==> config.mk <==
export PLATFORM = sky130hd
export DESIGN_NAME = wiper_bank
export DESIGN_NICKNAME = d
export VERILOG_FILES = /design/src/rtl/wbank_pkg.sv /design/src/rtl/wbank_sync.sv /design/src/rtl/wbank_shifter.sv /design/src/rtl/wbank_latches.sv /design/src/rtl/wiper_bank.sv
export SDC_FILE = /design/constraint.sdc
export NUM_CORES = 1
export LEC_CHECK = 0
export ABC_AREA = 0
export BUFFER_PORTS_ARGS = -buffer_cell sky130_fd_sc_hd__buf_4
export CORE_UTILIZATION = 35
export CTS_CLUSTER_SIZE = 20
export DETAILED_ROUTE_END_ITERATION = 10
export PLACE_DENSITY = 0.62
export SYNTH_ARGS = -nofsm -noshare
export SYNTH_HDL_FRONTEND = slang
export SYNTH_SLANG_ARGS = --single-unit
==> constraint.sdc <==
create_clock -name clk -period 2.39 [get_ports clk]
set_clock_uncertainty 0.1 [all_clocks]
set_input_delay 0.478 -clock clk [delete_from_list [all_inputs] [get_ports clk]]
set_output_delay 0.478 -clock clk [all_outputs]
set_load 0.01 [all_outputs]
==> src/rtl/wbank_pkg.sv <==
package wbank_pkg;
  localparam int ADDR_W  = 3;
  localparam int DATA_W  = 8;
  localparam int FRAME_W = ADDR_W + DATA_W;
  localparam logic [DATA_W-1:0] MID_CODE = DATA_W'(1) << (DATA_W - 1);
  typedef logic [ADDR_W-1:0] addr_t;
  typedef logic [DATA_W-1:0] code_t;
  typedef logic [FRAME_W-1:0] frame_t;
endpackage

==> src/rtl/wbank_sync.sv <==
module wbank_sync #(
  parameter int            WIDTH   = 1,
  parameter int            STAGES  = 2,
  parameter logic [WIDTH-1:0] RST_VAL = '0
) (
  input  logic             clk,
  input  logic             rst_n,
  input  logic [WIDTH-1:0] async_i,
  output logic [WIDTH-1:0] sync_o
);
  logic [WIDTH-1:0] stage_q [STAGES];
  logic [WIDTH-1:0] stage_d [STAGES];

  always_comb begin
    stage_d[0] = async_i;
    for (int s = 1; s < STAGES; s++) stage_d[s] = stage_q[s-1];
  end

  generate
    for (genvar s = 0; s < STAGES; s++) begin : g_stage
      always_ff @(posedge clk or negedge rst_n) begin
        if (!rst_n) stage_q[s] <= RST_VAL;
        else        stage_q[s] <= stage_d[s];
      end
    end
  endgenerate

  assign sync_o = stage_q[STAGES-1];
endmodule

==> src/rtl/wbank_shifter.sv <==
module wbank_shifter
  import wbank_pkg::*;
(
  input  logic   clk,
  input  logic   rst_n,
  input  logic   cs_n_s,
  input  logic   sclk_s,
  input  logic   din_s,
  output frame_t frame_o,
  output logic   commit_o,
  output logic   sdo_o
);
  logic   cs_prev_q, sclk_prev_q;
  frame_t sr_q, sr_d;
  logic   shift_en;

  assign shift_en = sclk_s & ~sclk_prev_q & ~cs_n_s;
  assign commit_o = cs_n_s & ~cs_prev_q;

  always_comb begin
    sr_d = sr_q;
    if (shift_en) sr_d = {sr_q[FRAME_W-2:0], din_s};
  end

  always_ff @(posedge clk or negedge rst_n) begin
    if (!rst_n) begin
      cs_prev_q   <= 1'b1;
      sclk_prev_q <= 1'b0;
      sr_q        <= '0;
    end else begin
      cs_prev_q   <= cs_n_s;
      sclk_prev_q <= sclk_s;
      sr_q        <= sr_d;
    end
  end

  assign frame_o = sr_q;
  assign sdo_o   = sr_q[FRAME_W-1];

  // with select high, serial clock activity does not move the register
  assert_no_shift_deselected_R2: assert property (@(posedge clk) disable iff (!rst_n)
    cs_n_s |=> $stable(sr_q));
  // serial output moves only after a detected shift
  assert_dout_quiet_R8: assert property (@(posedge clk) disable iff (!rst_n)
    !(sclk_s && !sclk_prev_q && !cs_n_s) |=> $stable(sdo_o));
endmodule

==> src/rtl/wbank_latches.sv <==
module wbank_latches
  import wbank_pkg::*;
#(
  parameter int NUM_CH = 6
) (
  input  logic                     clk,
  input  logic                     rst_n,
  input  logic                     preset_n_s,
  input  logic                     commit,
  input  frame_t                   frame,
  output logic [NUM_CH*DATA_W-1:0] wipers_o
);
  addr_t             addr;
  code_t             data;
  logic [NUM_CH-1:0] wr_en;
  logic              addr_ok;

  assign addr    = frame[FRAME_W-1:DATA_W];
  assign data    = frame[DATA_W-1:0];
  assign addr_ok = int'(addr) < NUM_CH;

  generate
    for (genvar ch = 0; ch < NUM_CH; ch++) begin : g_ch
      code_t code_q, code_d;
      assign wr_en[ch] = commit && (addr == ADDR_W'(ch));

      always_comb begin
        code_d = code_q;
        if (!preset_n_s)    code_d = MID_CODE;
        else if (wr_en[ch]) code_d = data;
      end

      always_ff @(posedge clk or negedge rst_n) begin
        if (!rst_n) code_q <= MID_CODE;
        else        code_q <= code_d;
      end

      assign wipers_o[ch*DATA_W +: DATA_W] = code_q;

      // preset leaves every channel at midscale on the next cycle
      assert_preset_mid_R7: assert property (@(posedge clk) disable iff (!rst_n)
        !preset_n_s |=> (code_q == MID_CODE));
    end
  endgenerate

  // a commit targets at most one channel
  assert_single_target_R4: assert property (@(posedge clk) disable iff (!rst_n)
    $onehot0(wr_en));
  // out-of-range address leaves all codes untouched
  assert_bad_addr_ignored_R5: assert property (@(posedge clk) disable iff (!rst_n)
    (commit && !addr_ok && preset_n_s) |=> $stable(wipers_o));
endmodule

==> src/rtl/wiper_bank.sv <==
module wiper_bank
  import wbank_pkg::*;
#(
  parameter int NUM_CH      = 6,
  parameter int SYNC_STAGES = 2
) (
  input  logic                     clk,
  input  logic                     rst_n,
  input  logic                     ser_cs_n,
  input  logic                     ser_clk,
  input  logic                     ser_din,
  input  logic                     preset_n,
  input  logic                     shdn_n,
  output logic                     ser_dout,
  output logic                     ser_dout_pull,
  output logic                     shutdown_n,
  output logic [NUM_CH*DATA_W-1:0] wiper_code
);
  localparam int NUM_IN = 5;
  localparam logic [NUM_IN-1:0] IN_RST = 5'b11001;

  logic [NUM_IN-1:0] raw_in, syn_in;
  logic   cs_n_s, sclk_s, din_s, preset_n_s, shdn_n_s;
  frame_t frame;
  logic   commit;

  assign raw_in = {ser_cs_n, shdn_n, preset_n, ser_clk, ser_din};
  assign {cs_n_s, shdn_n_s, preset_n_s, sclk_s, din_s} = syn_in;

  wbank_sync #(.WIDTH(NUM_IN), .STAGES(SYNC_STAGES), .RST_VAL(IN_RST)) sync_i (
    .clk(clk), .rst_n(rst_n), .async_i(raw_in), .sync_o(syn_in));

  wbank_shifter shift_i (
    .clk(clk), .rst_n(rst_n), .cs_n_s(cs_n_s), .sclk_s(sclk_s), .din_s(din_s),
    .frame_o(frame), .commit_o(commit), .sdo_o(ser_dout));

  wbank_latches #(.NUM_CH(NUM_CH)) lat_i (
    .clk(clk), .rst_n(rst_n), .preset_n_s(preset_n_s), .commit(commit),
    .frame(frame), .wipers_o(wiper_code));

  assign ser_dout_pull = ~ser_dout;
  assign shutdown_n    = shdn_n_s;

  // no wiper moves while the synchronised select is low (preset aside)
  assert_hold_while_selected_R3: assert property (@(posedge clk) disable iff (!rst_n)
    (!cs_n_s && preset_n_s) |=> $stable(wiper_code));
  // a shutdown change alone never disturbs the codes
  assert_shutdown_keeps_codes_R9: assert property (@(posedge clk) disable iff (!rst_n)
    (shdn_n_s != $past(shdn_n_s) && !commit && preset_n_s) |=> $stable(wiper_code));
endmodule

# --- Word level (Yosys, flattened, before mapping) ---
# Cells that the tools add are included.
# W data, S select, Z words.
totals:
  ff_bits: 71
  out_inout_bits: 51
  word_cells: 48
  inputBits: 7
op_classes:
  n_mux: 12
  reduce_logical: 7
  bitwise: 7
  n_eq_ne: 11
op_table:
  columns: ["operator", "n"]
  rows:
  - ["$mux W8", 12]
  - ["$ne A2 B1 Y1 const B", 6]
  - ["$eq A3 B2 Y1 const B", 2]
  - ["$eq A3 B3 Y1 const B", 2]
  - ["$logic_and A1 B1 Y1", 6]
  - ["$not A1 Y1", 4]
  - ["$and A1 B1 Y1", 3]
  - ["$eq A3 B1 Y1 const B", 1]
  - ["$logic_not A3 Y1", 1]

# --- Depth between registers and ports, before layout ---
depth:
  depth_word: 5
  mapped_depth: 4
  mapped_depth_nobuf: 3

# --- Hierarchy ---
# A second synthesis with hierarchy kept.
hier_totals:
  hier_cells: 209
  hier_area_um2: 2787.7
modules_own_cells:
  columns: ["mod", "cells_per_inst", "area_each_um2", "n_inst"]
  rows:
  - ["wbank_latches", 170, 2038.2, 1]
  - ["wbank_shifter", 28, 488.0, 1]
  - ["wbank_sync", 10, 257.7, 1]
  - ["wiper_bank", 1, 3.8, 1]

# --- Worst setup path before layout ---
# OpenSTA, ideal clock, no wires.
synth_path:
  kind: "reg-to-reg"
  from: "register sync_i.stage_q, in the netlist sync_i.sync_o[4]"
  to: "register lat_i.g_ch[1].code_q[0]"
  n_path_buf: 1
  arrival_time_ns: 1.390
  setup_ns: 0.128
  required_ns: 2.162
  period_less_slack_ns: 1.619
  stages_incl_launch_ff: 5
  path_slack_ns: 0.771
  cell_sequence: "dfstp_2 nand2b_4 or4b_1 buf_2 mux2i_1"
synth_via:
  elab_chain_len: 3
synth_rtl:
  columns: ["item", "line", "source"]
  rows:
  - ["start, declared", "wbank_sync.sv:11", "logic [WIDTH-1:0] stage_q [STAGES];"]
  - ["start signal, assigned by index", "wbank_sync.sv:23", "else stage_q[s] <= stage_d[s];"]
  - ["$and A1 B1 Y1", "wbank_shifter.sv:18", "assign commit_o = cs_n_s & ~cs_prev_q;"]
  - ["$logic_and A1 B1 Y1", "wbank_latches.sv:25", "assign wr_en[ch] = commit && (addr == ADDR_W'(ch));"]
  - ["$ne A2 B1 Y1 (no line)", null, null]
  - ["end signal, assigned", "wbank_latches.sv:35", "else code_q <= code_d;"]
  - ["end, declared", "wbank_latches.sv:24", "code_t code_q, code_d;"]
# No other way between the ends.
# A chain may end at the register's enable or synchronous reset.

# --- Final worst setup path ---
layout_path:
  from: "register sync_i.stage_q, in the netlist sync_i.sync_o[4]"
  to: "register lat_i.g_ch[1].code_q[5]"
# Same word-level chain as after synthesis.

==> metrics.cfg <==
[outcome]
status=finished, final reports clean

[worst_setup_path]
critPathMaxFanout=8
required_ns=2.50
cp_top_family=simple AND/OR/NAND/NOR gates
crit_slowest_cell=or4b_1
critical_path_class=flip-flop to flip-flop
startpoint_type=flip-flop
end_kind=flip-flop
slowest_delay_ns=0.73
worstPathArrival_ns=1.93
rr_startpoint=sync_i.sync_o[4]$_DFF_PN1_
reg2reg_depth=3
cp_cell_sequence=nand2b_4, or4b_1, mux2i_1
crit_buf_inv=0
reg2reg_to=lat_i.g_ch[1].code_q[5]$_DFFE_PN0P_
r2r_slack_ns=0.57

[floorplan]
die_w_um=91.23
coreArea_um2=7727
dieArea_um2=8322
row_count=32
fp.dieH_um=91.23
ioPinCount=58
initial_core_util_pct=36.06

[clock_network]
numCtsBuffers=9
ctsHoldBuffers=1
ctsResizeCount=0
post-cts-setup-buffer-count=0
clkTransAtPathRegs_ns=0.07
cts-root-buf=clkbuf_8
cts_tree=done
h-tree-depth=3
clk_latency_ns=0.34
cts_sinks=71
cts_buffer_depth=2

[power]
peakVddDrop_v=0.0004695
p_leak_nw=1.819
power_frac_seq_pct=46.1
internal-power_mw=2.316
power.density_nw_per_um2=828.8
p_switching_uw=703.0
p_sw_share_pct=23.29
p_comb_share_pct=11.2
p_clk_share_pct=42.7

[logic_synthesis]
syn_nets=215
yosysWarnings=0
ys_ff_latch=71
netlist_instances=208
avgSynthCellArea_um2=13.40
synth.distinct_cells=17
ys_seq_area_share_pct=64.35
synth_area_um2=2786

[placement]
place_area_um2=3353
hpwl_mm=3.890
placed_cells=363
portBuffers=57
place_congestion=0.7086

[detailed_routing]
drc_errors=0
vias_per_cell=4.539
ant_nets=0
dr_total_vias=1725
wl_per_cell_um=14.99
drt_iter0_markers=72
drt_wl_total_mm=5.695
dr.pass1.iters=5

[final_layout]
layout-drive-gt1-share_pct=37.05
fin_cells=380
syn2layout_area_growth_pct=30.71
finish.instance_area_um2=3642
nets=280
fill_cells=706
antennaDiodeCount=0
final_util_pct=47.13

[hold_path]
hold_class=input pin to flip-flop
hold_depth=1
min_to=sync_i.stage_d[3]$_DFF_PN1_
hold_start=shdn_n

[sta]
fin_crit_ns=1.820
worstMarginPinSlew_ns=0.5589
tns_ns=0
relSlewSlack_pct=62.74
slew_violations=0
fin_crit_sh_pct=76.15
fin_hold_ws_ns=0.1380
hold_viol=0
setup_violations=0
max_freq_ghz=0.5495
rsz0062_at_grt=false

[grt]
antenna_found_initial=0
grt_max_degree=40
grt_pass1_vias=1822
grt_usage_pct=15.38
gr-total-overflow=0
grt_pass1_wl_mm=9.591

[job]
drv_cap=0

-- stage by stage --
| step | setup slack [ns] | total power, mW |
|---|---|---|
| finish | 0.5700 | 3.019 |
| global route | 0.5127 | 3.162 |
| CTS | 0.5508 | 3.063 |
| detailed placement | 0.5509 | 1.759 |
| global placement | 0.5844 | 1.750 |
| floorplan | 0.7714 | 1.593 |
-- flip-flops by register name, summed over array words and instances, names as in the netlist --
register and cells:
sync_i.stage_d 5, lat_i.g_ch.code_q 48, shift_i.frame_o 11, sync_i.sync_o 5, shift_i.cs_prev_q 1, shift_i.sclk_prev_q 1
-- per-layer routing --
layer	track usage, %	share of wire, %
met1	20.74	47
met2	23.17	47
met4	5.159	1.3
met5	0	0
met3	5.276	4.4
-- final cells by class --
cell class	instances	area (um^2)	area share (%)
sequential	71	1793	49.23
multi-input combinational	125	935.9	25.70
timing repair buffer	65	503.0	13.81
clock buffer	11	151.4	4.157
clock inverter	5	127.6	3.504
tap	102	127.6	3.504
inverter	1	3.754	0.1031
-- synthesized netlist by cell type --
cell      count  area (um^2)
or4b_1        2        20.02
mux2_2        5        56.30
dfrtp_1      58         1451
nor2b_1       8        50.05
clkbuf_1      6        22.52
nand2b_4      1        13.76
nand2_1      51        191.4
buf_6         1        11.26
mux2_1        5        56.30
nor4_4        2        42.54
and4bb_2      1        12.51
mux2i_1      48        480.5
inv_2         1        3.750
o21ai_0       1        5.000
dfstp_2      13        341.6
nor3b_1       1        7.510
buf_2         4        20.02
-- power groups by stage --
stage / Combinational, mW / Sequential [mW] / Clock [mW]
4_1_cts: 0.345 / 1.39 / 1.32
3_3_place_gp: 0.338 / 1.41 / 0
6_report: 0.338 / 1.39 / 1.29
5_1_grt: 0.370 / 1.41 / 1.39
2_1_floorplan: 0.194 / 1.40 / 0
3_5_place_dp: 0.342 / 1.42 / 0
-- worst max path at each step --
stage	from	to	slack [ns]	cells past startpoint
3_3_place_gp	sync_i.sync_o[4]$_DFF_PN1_	lat_i.g_ch[1].code_q[2]$_DFFE_PN0P_	0.58	3
2_1_floorplan	sync_i.sync_o[4]$_DFF_PN1_	lat_i.g_ch[1].code_q[0]$_DFFE_PN0P_	0.77	4
6_report	sync_i.sync_o[4]$_DFF_PN1_	lat_i.g_ch[1].code_q[5]$_DFFE_PN0P_	0.57	3
3_5_place_dp	sync_i.sync_o[4]$_DFF_PN1_	lat_i.g_ch[1].code_q[5]$_DFFE_PN0P_	0.55	3
5_1_grt	sync_i.sync_o[4]$_DFF_PN1_	lat_i.g_ch[1].code_q[0]$_DFFE_PN0P_	0.51	3
4_1_cts	sync_i.sync_o[4]$_DFF_PN1_	lat_i.g_ch[1].code_q[5]$_DFFE_PN0P_	0.55	3
-- layout by cell type, fill, tap and decap left out, types with 2 or more instances in the layout --
cell | synthesis | layout
buf_4 | 0 | 63
dfrtp_1 | 58 | 58
nand2_1 | 51 | 51
mux2i_1 | 48 | 48
dfstp_2 | 13 | 13
clkbuf_8 | 0 | 11
nor2b_1 | 8 | 8
mux2_1 | 5 | 5
mux2_2 | 5 | 5
bufinv_16 | 0 | 4
nor4_4 | 2 | 2
or4b_1 | 2 | 2
-- cell families (layout without fill, tap and decap cells) --
family / after synthesis / count (layout) / synth area share (%)
DFF: 71 / 71 / 64.35
AOI/OAI and AO/OA: 1 / 1 / 0.1794
and+or+nand+nor: 66 / 66 / 12.12
muxes: 58 / 58 / 21.28
buffers and inverters: 12 / 82 / 2.065
Power figures use the tool's default switching activity.
